### src/rtl/ipt_pkg.sv
package ipt_pkg;

  // Physical address = slot index placed above the page offset.
  function automatic logic [31:0] join_pa(input logic [31:0] slot,
                                          input logic [31:0] offset,
                                          input int unsigned off_w);
    return (slot << off_w) | offset;
  endfunction

  // A slot hits when it is in use and both tag fields agree.
  function automatic logic slot_hit(input logic used,
                                    input logic tag_eq,
                                    input logic page_eq);
    return used & tag_eq & page_eq;
  endfunction

endpackage

### src/rtl/ipt_table.sv
module ipt_table #(
  parameter int FRAMES = 32,
  parameter int PID_W  = 8,
  parameter int VPN_W  = 11,
  localparam int IDX_W = $clog2(FRAMES)
) (
  input  logic             clk,
  input  logic             rst_n,
  input  logic             wr_en,
  input  logic [IDX_W-1:0] wr_idx,
  input  logic [PID_W-1:0] wr_pid,
  input  logic [VPN_W-1:0] wr_vpn,
  input  logic             wr_valid,
  input  logic [IDX_W-1:0] rd_idx,
  output logic             rd_used,
  output logic [PID_W-1:0] rd_pid,
  output logic [VPN_W-1:0] rd_vpn
);

  logic             used_q [FRAMES];
  logic [PID_W-1:0] pid_q  [FRAMES];
  logic [VPN_W-1:0] vpn_q  [FRAMES];

  for (genvar g = 0; g < FRAMES; g++) begin : g_slot
    logic sel;
    assign sel = wr_en && (wr_idx == IDX_W'(g));
    always_ff @(posedge clk) begin
      if (!rst_n) begin
        used_q[g] <= 1'b0;
        pid_q[g]  <= '0;
        vpn_q[g]  <= '0;
      end else if (sel) begin
        used_q[g] <= wr_valid;
        pid_q[g]  <= wr_pid;
        vpn_q[g]  <= wr_vpn;
      end
    end
  end

  assign rd_used = used_q[rd_idx];
  assign rd_pid  = pid_q[rd_idx];
  assign rd_vpn  = vpn_q[rd_idx];

endmodule

### src/rtl/ipt_scan.sv
module ipt_scan #(
  parameter int FRAMES = 32,
  localparam int IDX_W = $clog2(FRAMES)
) (
  input  logic             clk,
  input  logic             rst_n,
  input  logic             start,
  input  logic             hit,
  output logic             busy,
  output logic [IDX_W-1:0] scan_idx,
  output logic             last,
  output logic             finish
);

  logic             busy_q;
  logic [IDX_W-1:0] idx_q;

  assign busy     = busy_q;
  assign scan_idx = idx_q;
  assign last     = (idx_q == IDX_W'(FRAMES - 1));
  assign finish   = busy_q && (hit || last);

  always_ff @(posedge clk) begin
    if (!rst_n) begin
      busy_q <= 1'b0;
      idx_q  <= '0;
    end else if (start) begin
      busy_q <= 1'b1;
      idx_q  <= '0;
    end else if (busy_q) begin
      if (finish) busy_q <= 1'b0;
      else        idx_q  <= idx_q + IDX_W'(1);
    end
  end

endmodule

### src/rtl/ipt_lookup.sv
module ipt_lookup #(
  parameter int FRAMES = 32,
  parameter int PID_W  = 8,
  parameter int VPN_W  = 11,
  parameter int OFF_W  = 11,
  localparam int IDX_W = $clog2(FRAMES),
  localparam int PA_W  = IDX_W + OFF_W
) (
  input  logic             clk,
  input  logic             rst_n,
  input  logic             req_valid,
  input  logic [PID_W-1:0] req_pid,
  input  logic [VPN_W-1:0] req_vpn,
  input  logic [OFF_W-1:0] req_off,
  output logic             busy,
  output logic             done,
  output logic             fault,
  output logic [PA_W-1:0]  pa_out,
  input  logic             wr_en,
  input  logic [IDX_W-1:0] wr_idx,
  input  logic [PID_W-1:0] wr_pid,
  input  logic [VPN_W-1:0] wr_vpn,
  input  logic             wr_valid
);

  // Named internal events, visible to the bound checker.
  logic             start;
  logic             hit;
  logic             last;
  logic             finish;
  logic [IDX_W-1:0] scan_idx;

  logic             rd_used;
  logic [PID_W-1:0] rd_pid;
  logic [VPN_W-1:0] rd_vpn;

  logic [PID_W-1:0] pid_q;
  logic [VPN_W-1:0] vpn_q;
  logic [OFF_W-1:0] off_q;

  logic             done_q;
  logic             fault_q;
  logic [PA_W-1:0]  pa_q;

  assign start = req_valid && !busy;
  assign hit   = busy && ipt_pkg::slot_hit(rd_used, rd_pid == pid_q, rd_vpn == vpn_q);

  ipt_table #(.FRAMES(FRAMES), .PID_W(PID_W), .VPN_W(VPN_W)) u_table (
    .clk     (clk),
    .rst_n   (rst_n),
    .wr_en   (wr_en),
    .wr_idx  (wr_idx),
    .wr_pid  (wr_pid),
    .wr_vpn  (wr_vpn),
    .wr_valid(wr_valid),
    .rd_idx  (scan_idx),
    .rd_used (rd_used),
    .rd_pid  (rd_pid),
    .rd_vpn  (rd_vpn)
  );

  ipt_scan #(.FRAMES(FRAMES)) u_scan (
    .clk     (clk),
    .rst_n   (rst_n),
    .start   (start),
    .hit     (hit),
    .busy    (busy),
    .scan_idx(scan_idx),
    .last    (last),
    .finish  (finish)
  );

  always_ff @(posedge clk) begin
    if (!rst_n) begin
      pid_q <= '0;
      vpn_q <= '0;
      off_q <= '0;
    end else if (start) begin
      pid_q <= req_pid;
      vpn_q <= req_vpn;
      off_q <= req_off;
    end
  end

  always_ff @(posedge clk) begin
    if (!rst_n) begin
      done_q  <= 1'b0;
      fault_q <= 1'b0;
      pa_q    <= '0;
    end else begin
      done_q  <= finish;
      fault_q <= finish && !hit;
      if (finish) begin
        pa_q <= hit ? PA_W'(ipt_pkg::join_pa(32'(scan_idx), 32'(off_q), OFF_W)) : '0;
      end
    end
  end

  assign done   = done_q;
  assign fault  = fault_q;
  assign pa_out = pa_q;

endmodule

### config.mk
export PLATFORM = sky130hd
export DESIGN_NAME = ipt_lookup
export DESIGN_NICKNAME = d
export VERILOG_FILES = /design/src/rtl/ipt_pkg.sv /design/src/rtl/ipt_table.sv /design/src/rtl/ipt_scan.sv /design/src/rtl/ipt_lookup.sv
export SDC_FILE = /design/constraint.sdc
export NUM_CORES = 1
export LEC_CHECK = 0
export BUFFER_PORTS_ARGS = -buffer_cell sky130_fd_sc_hd__buf_4
export CAP_MARGIN = 10
export CORE_MARGIN = 2
export CORE_UTILIZATION = 33
export DETAILED_ROUTE_END_ITERATION = 8
export GPL_TIMING_DRIVEN = 0
export HOLD_SLACK_MARGIN = 0.05
export PLACE_DENSITY = 0.49
export SETUP_SLACK_MARGIN = 0.02
export SLEW_MARGIN = 20
export SYNTH_ARGS = -nofsm -noshare
export SYNTH_HDL_FRONTEND = slang
export SYNTH_SLANG_ARGS = --single-unit
### constraint.sdc
create_clock -name clk -period 4.05 [get_ports clk]
set_input_delay 0.81 -clock clk [delete_from_list [all_inputs] [get_ports clk]]
set_output_delay 0.81 -clock clk [all_outputs]
set_load 0.01 [all_outputs]
Word level (Yosys, flattened, before mapping)
Memories as Yosys holds them, arrays and structs flattened. A register that Yosys moved wholly into a read port is not among the register bits.
Cells that the tools add are included.
- eq/ne operators: 34
- bitwise gates (word level): 101
- mux-type cells: 203
- $add $sub $neg: 1
- reductions and logical operators: 42
- operators with widths (operator ; count):
    $mux W11 ; 32
    $mux W8 ; 32
    $mux W1 ; 132
    $or A1 B1 Y1 ; 96
    $eq A5 B5 Y1 const B ; 17
    $eq A5 B4 Y1 const B ; 8
    $logic_and A1 B1 Y1 ; 36
    $mux W5 ; 6
    $eq A5 B3 Y1 const B ; 4
    $mux W16 ; 1
    $or A16 B11 Y16 ; 1
    $eq A11 B11 Y1 ; 1
    $eq A5 B2 Y1 const B ; 2
    $eq A8 B8 Y1 ; 1
    $add A5 B1 Y5 const B ; 1
    $eq A5 B1 Y1 const B ; 1
    $logic_not A5 Y1 ; 1
    $and A1 B1 Y1 ; 2
    $logic_not A1 Y1 ; 2
    $not A1 Y1 ; 2
    $reduce_and A2 Y1 ; 1
    $reduce_or A2 Y1 ; 1
    $logic_or A1 B1 Y1 ; 1
- RAM bits: 640
- output and inout port bits: 19
- input bits: 59
- bits in registers: 54
- word-level logic and storage cells: 392
- memories kept: 3
- memories (memory ; depth ; bits a word ; rd ports ; clocked after memory_dff ; write ports ; RTL line ; RTL):
    u_table.vpn_q ; 32 ; 11 ; 1 ; 1 ; 32 ; ipt_table.sv:22 ; logic [VPN_W-1:0] vpn_q [FRAMES];
    u_table.pid_q ; 32 ; 8 ; 1 ; 1 ; 32 ; ipt_table.sv:21 ; logic [PID_W-1:0] pid_q [FRAMES];
    u_table.used_q ; 32 ; 1 ; 1 ; 1 ; 32 ; ipt_table.sv:20 ; logic used_q [FRAMES];

Depth between registers and ports, before layout
Gate-level depths: netlist of the first run.
- word-level depth: 10
- depth in mapped cells: 15

Cells and area by module
A second synthesis of the first run with hierarchy kept.
- cells, all modules: 2479
- area total of the unflattened synthesis: 32227.2 um^2
- modules (own cells, without submodules) (module ; instances ; cells an instance ; area each (um^2)):
    ipt_table ; 1 ; 2211 ; 29831.1
    ipt_lookup ; 1 ; 238 ; 2119.5
    ipt_scan ; 1 ; 30 ; 276.5

Worst setup path after synthesis of the first run
Ideal clock, no wire load.
- kind: in2reg
- start point: input wr_idx[2]
- end point: memory u_table.pid_q[19][0], enable pin
- arrival time: 2.790 ns
- cell stages on the path: 3
- required time: 3.625 ns
- setup slack: 0.835 ns
- library setup time: 0.425 ns
- cell sequence: or2_2 clkbuf_1 o21ai_0
- RTL lines (item ; RTL line ; RTL):
    start: declaration ; ipt_lookup.sv:20 ; input logic [IDX_W-1:0] wr_idx,
    end: declaration ; ipt_table.sv:21 ;

==> flow_summary.toml, run 1 <==
[timing]
timing.fmax_mhz = 251
clock_skew_ns = 0.0322
hold_ws_ns = 0.422
slew_headroom_pct = 21.5
worstMarginPinSlew_ns = 1.18
hold_viol = 0
fin_crit_sh_pct = 98.2
period_minus_slack_ns = 3.98
report.final.slew_viol_count = 0
final-setup-viol-count = 0
grt_setup_unrepaired = "no"

[power_and_ir_drop]
p_total_mw = 16.4
pwr-share-clk_pct = 40.6
p_per_area_mw_per_mm2 = 426
seqPwrFrac_pct = 51.0
cellLeakagePower_nw = 13.0
swShare_pct = 24.5
pwr-share-comb_pct = 8.4
power.internal_mw = 12.4
power.switching_mw = 4.02
peakVddDrop_mv = 0.269

[worst_setup_path]
crit_fanout = 10
crit_required_ns = 4.58
critPathArrivalTime_ns = 4.51
rrSetupSlack_ns = 0.07
cp-start-kind = "register"
end_kind = "register"
path_class = "register to register"

[detailed_routing]
viasPerCell = 5.42
drt_first_iter_violations = 2545
wl_um = 124000
avgRoutedWirePerCell_um = 31.8
vias = 21100
ant_nets = 0
route.detailed.drc = 0
drtPass1Iterations = 5

[global_route]
grt_antenna_before_repair = 6
grt_usage_pct = 25.0
overflow = 0
grt_pass1_wl_um = 171000
grt_start_max_net_pins = 17
grt_pass1_vias = 21100

[logic_synthesis]
ys_types = 54
syn_area_per_cell_um2 = 13.6
synth-edff-count = 639
async_flop_share_pct = 0
ys.flop_type = "edfxtp_1"
synth_seq_area_share_pct = 63.6
syn_area_mm2 = 0.0321
syn_inst = 2352
synth_seq_cells = 699
synth_warnings = 0
syn_nets = 2413

[floorplanning]
die_w_um = 316
start_util_pct = 33.2
die_h_um = 316
floorplan.rows = 114
io_pins = 78
core_area_mm2 = 0.0964
dieArea_mm2 = 0.0997

[clock_tree]
clock_path_buffers = 3
cts_tree = "yes"
ctsHoldBuffers = 0
cts.reportedPaths.clkPinSlew_ns = 0.06
cts_root_buf = "clkbuf_16"
insertion_delay_ns = 0.64
cts.sinks = 699
h-tree-depth = 3
numCtsBuffers = 77

[placement]
dp.cells = 3737
place_area_mm2 = 0.0354
portBuffers = 76
gp_congestion = 0.927
dpl.hpwl_um = 86700

[final_layout]
area_growth_pct = 20.4
fillCellCount = 9098
final_core_util_pct = 40.0
drive_above_1_share_pct = 18.2
final_cell_area_mm2 = 0.0386
instances_no_fill = 3900
final_cell_mix = "641 x and2_1, 639 x edfxtp_1, 169 x clkbuf_1, 143 x nand2_1, 143 x mux2i_1"
final_common_cell = "and2_1"
nets = 2626

[worst_hold_path]
worst_hold_path_type = "input port to register"

[outcome]
status = "finished, final reports clean"

[job]
maxCapViolCount = 0
-- sequential cells by signal, summed over array words and instances (netlist names), named ones only --
register and flops:
off_q 11, vpn_q 11, pid_q 8, u_table.pid_q 256, pa_out 16, done 1, u_scan.scan_idx 5, u_table.used_q 32
u_table.vpn_q 352, u_scan.busy 1, fault 1
-- critical path, cell delays in order (launching register included) --
cell	delay [ns]
dfxtp_1	0.40
clkbuf_2	0.36
nand2b_1	0.56
a21oi_1	0.30
nand3_1	0.18
o31ai_1	0.19
o21ai_1	0.23
a222oi_1	0.59
nand4_1	0.16
buf_4	0.19
o311ai_4	0.31
buf_6	0.18
o211ai_1	0.10
o31ai_1	0.12
-- Yosys cell counts, types with 3 or more instances --
| cell type | instances | area, µm² |
|---|---|---|
| or2_2 | 5 | 31.3 |
| a22oi_1 | 41 | 308 |
| or3_1 | 6 | 37.5 |
| o211ai_1 | 14 | 105 |
| mux2_2 | 5 | 56.3 |
| o31ai_1 | 7 | 52.6 |
| xor2_1 | 7 | 61.3 |
| mux4_2 | 93 | 2090 |
| nand3b_1 | 18 | 135 |
| clkbuf_1 | 167 | 627 |
| nand2b_1 | 10 | 62.6 |
| nand3_1 | 15 | 75.1 |
| a221oi_1 | 11 | 96.3 |
| inv_1 | 4 | 15.0 |
| nand2_1 | 144 | 541 |
| nor2b_1 | 14 | 87.6 |
| a31oi_1 | 16 | 100 |
| and2_1 | 643 | 4020 |
| xnor2_1 | 7 | 61.3 |
| a211oi_1 | 7 | 52.6 |
| dfxtp_1 | 60 | 1200 |
| buf_4 | 21 | 158 |
| o21ai_0 | 54 | 270 |
| mux2i_1 | 153 | 1530 |
| a311oi_1 | 3 | 26.3 |
| edfxtp_1 | 639 | 19200 |
| a2111oi_0 | 3 | 26.3 |
| buf_2 | 21 | 105 |
| o22ai_1 | 10 | 62.6 |
| a21oi_1 | 54 | 270 |
| nor3_1 | 5 | 25.0 |
| nand4_1 | 8 | 50.1 |
| nor2_1 | 58 | 218 |
| buf_6 | 5 | 56.3 |
-- per-stage QoR --
stage          setup slack, ns  setup TNS [ns]
6_report                0.0722               0
5_1_grt                 0.0244               0
4_1_cts                 0.0243               0
3_5_place_dp             -1.06          -27.29
3_3_place_gp             -1.96         -968.00
2_1_floorplan            0.835               0
-- final timing paths --
kind / to / cells past startpoint / from
min: off_q[4] / 3 / req_off[4]
max: register / 13 / register
max reg2reg: register / 13 / register
min reg2reg: off_q[8] / 2 / off_q[8]
-- layout make-up --
type                            count  area (µm²)  area share (%)
Timing Repair Buffer              137        1600            4.15
Clock buffer                      105        2120            5.48
Buffer                            212        1460            3.77
Antenna cell                        1        2.50         0.00648
Sequential cell                   699       20400            52.8
Inverter                            7        30.0          0.0778
Clock inverter                     32         194           0.502
Tap cell                         1276        1600            4.14
Multi-Input combinational cell   1431       11200            29.0
-- logic make-up after synthesis --
kind of cell / share of synthesized area (%)
xor gates and xnor gates: 0.382
adders and majority gates: 0.0780
and+or+nand+nor: 16.7
DFF: 63.6
AOI/OAI and AO/OA: 4.65
buffers and inverters: 3.04
muxes: 11.5
-- power by group through the flow --
| stage | Combinational (mW) | Sequential, mW | Clock (mW) |
|---|---|---|---|
| 2_1_floorplan | 0.606 | 8.48 | 0 |
| 3_3_place_gp | 1.16 | 8.54 | 0 |
| 3_5_place_dp | 1.31 | 8.52 | 0 |
| 4_1_cts | 1.35 | 8.37 | 6.70 |
| 5_1_grt | 1.43 | 8.40 | 6.96 |
| 6_report | 1.38 | 8.37 | 6.67 |
-- what timing repair did --
| action | CTS | global route |
|---|---|---|
| setup endpoints to repair | 29 | 29 |
| pin swaps | 11 | 12 |
| buffers inserted | 9 | 17 |
| gates cloned | 1 | 0 |
| resized for setup | 130 | 54 |
-- metal layers --
| metal | up-vias | routed length [µm] | track usage (%) |
|---|---|---|---|
| li1 | 8932 | - | - |
| met4 | 0 | 4040 | 8.50 |
| met1 | 11000 | 53600 | 35.2 |
| met2 | 1015 | 55500 | 38.5 |
| met5 | - | 0 | 0 |
| met3 | 194 | 10700 | 4.99 |
No activity file was read; power rests on OpenSTA's default activity.
==> run 2: changes to the inputs <==
--- a/config.mk
+++ b/config.mk
@@ -7,7 +7,7 @@
 export LEC_CHECK = 0
 export BUFFER_PORTS_ARGS = -buffer_cell sky130_fd_sc_hd__buf_4
 export CAP_MARGIN = 10
-export CORE_MARGIN = 2
+export CORE_MARGIN = 10
 export CORE_UTILIZATION = 33
 export DETAILED_ROUTE_END_ITERATION = 8
 export GPL_TIMING_DRIVEN = 0
==> run 2 against run 1 <==
Largest cell class unchanged. Sequential share of layout area shrank 0.35 points. Clock skew increased by 0.0033 ns. Worst hold slack worse by 0.0070 ns. Critical path type unchanged.
==> flow_summary.toml, run 2 (synthesis gave the netlist of run 1 again) <==
[clock_tree]
cts_root_buf = "clkbuf_16"
ctsHoldBuffers = 0
h-tree-depth = 3
clock_path_buffers = 3
numCtsBuffers = 79
cts.sinks = 699
cts_tree = "yes"
insertion_delay_ns = 0.65
cts.reportedPaths.clkPinSlew_ns = 0.06

[timing]
grt_setup_unrepaired = "no"
slew_headroom_pct = 25.6
period_minus_slack_ns = 3.99
setup_tns_ns = 0
clock_skew_ns = 0.0355
report.final.slew_viol_count = 0
timing.fmax_mhz = 251
hold_ws_ns = 0.415
fin_crit_sh_pct = 98.4
worstMarginPinSlew_ns = 1.12
final-setup-viol-count = 0
hold_viol = 0
timing.final.ws_setup_ns = 0.0629

[final_layout]
nets = 2634
instances_no_fill = 3915
final_common_cell = "and2_1"
fillCellCount = 8977
final_core_util_pct = 40.2
top_regs = "u_table.vpn_q: 352 flops, u_table.pid_q: 256 flops, u_table.used_q: 32 flops"
final_cell_mix = "641 x and2_1, 639 x edfxtp_1, 168 x clkbuf_1, 143 x nand2_1, 142 x mux2i_1"
largest_reg_flops = 352
area_growth_pct = 21.2
final_cell_area_mm2 = 0.0389
drive_above_1_share_pct = 18.8
top_register = "u_table.vpn_q"

[worst_setup_path]
path_delay_family = "compound AO/OA/AOI/OAI gates"
path_class = "register to register"
path_cells = "buf_12 -> buf_16 -> buf_4 -> nand2_1 -> o21ai_0 -> o31ai_1 -> o21ai_1 -> a222oi_1 -> nand4_1 -> buf_4 -> nor3_4 -> buf_4 -> nand3b_1 -> a31oi_1"
max_stage_delay_ns = 0.71
crit_top_cell = "buf_4"
worst_r2r_path_depth = 14
rr_endpoint = "pa_out[11]"
critPathArrivalTime_ns = 4.48
cp-start-kind = "register"
rrSetupSlack_ns = 0.06
crit_required_ns = 4.55
crit_fanout = 10
critPathSlowestCell = "a222oi_1"
cp_num_buf_inv = 5
end_kind = "register"

[placement]
dp.cells = 3737
place_ws_ns = -1.12
portBuffers = 76
dpl.hpwl_um = 87100
place_area_mm2 = 0.0354
gp_congestion = 0.939

[global_route]
grt_usage_pct = 22.1
grt_antenna_before_repair = 3
grt_pass1_vias = 21100
overflow = 0
grt_pass1_wl_um = 172000
grt_start_max_net_pins = 18

[outcome]
status = "finished, final reports clean"

[floorplanning]
dieArea_mm2 = 0.110
die_w_um = 332
core_area_mm2 = 0.0966
start_util_pct = 33.2
io_pins = 78
floorplan.rows = 114
die_h_um = 332

[detailed_routing]
avgRoutedWirePerCell_um = 31.8
vias = 21400
drtPass1Iterations = 6
route.detailed.drc = 0
ant_nets = 0
drt_first_iter_violations = 2636
viasPerCell = 5.46
wl_um = 125000

[worst_hold_path]
min_from = "req_off[3]"
worst_hold_path_type = "input port to register"
holdPathEnd = "off_q[3]"
hold-path-cell-count = 3

[power_and_ir_drop]
p_total_mw = 16.8
peakVddDrop_mv = 0.270
p_per_area_mw_per_mm2 = 433
cellLeakagePower_nw = 13.1

[job]
maxCapViolCount = 0
-- run 2: cell count changes in the layout (fill, tap and decap cells not counted), sizes merged --
cell,delta
clkbuf,+5
buf,+4
clkinvlp,+3
bufinv,+4
diode,+2
clkinv,-3
-- run 2: what timing repair did --
action,4_1_cts,5_1_grt
pin swaps,11,14
gates resized for setup,129,49
cloned,0,1
buffers inserted,7,24
endpoints found under the setup margin,29,29
-- run 2: cell type report --
| class | instances | area, µm² | share of cell area (%) |
|---|---|---|---|
| sequential | 699 | 20400 | 52.5 |
| multi-input combinational | 1431 | 11200 | 28.9 |
| clock buffer | 108 | 2190 | 5.62 |
| timing repair buffer | 142 | 1700 | 4.37 |
| tap | 1276 | 1600 | 4.11 |
| buffer | 213 | 1410 | 3.64 |
| clock inverter | 36 | 307 | 0.789 |
| inverter | 7 | 30.0 | 0.0773 |
| antenna | 3 | 7.51 | 0.0193 |
-- run 2: per-layer routing --
metal | global-route usage (%) | vias to the layer above | wire [µm]
met2 | 34.5 | 1160 | 56600
met3 | 5.24 | 173 | 11800
li1 | - | 8982 | -
met1 | 29.9 | 11100 | 52300
met4 | 7.63 | 0 | 3930
met5 | 0 | - | 0
-- run 2: worst max path at each step --
stage	startpoint	slack [ns]	endpoint	depth (start not counted)
final	register	0.06	pa_out[11]	14
after global routing	register	0.02	register	14
after CTS	register	0.03	pa_out[12]	15
after detailed placement	register	-1.12	pa_out[12]	15
after global placement	wr_idx[0]	-1.88	u_table.pid_q[5][5]	4
after floorplan	wr_idx[2]	0.83	u_table.pid_q[19][0]	3
-- run 2: power breakdown --
part	leakage, nW	internal, mW	total, mW	switching (mW)
logic	5.29	0.500	1.41	0.907
registers	6.58	8.25	8.37	0.127
clock network	1.22	4.04	7.05	3.01
-- run 2: tightest hold or removal path, stage by stage --
cell,delay (ns)
buf_4,0.11
nand2_1,0.05
a21oi_1,0.05
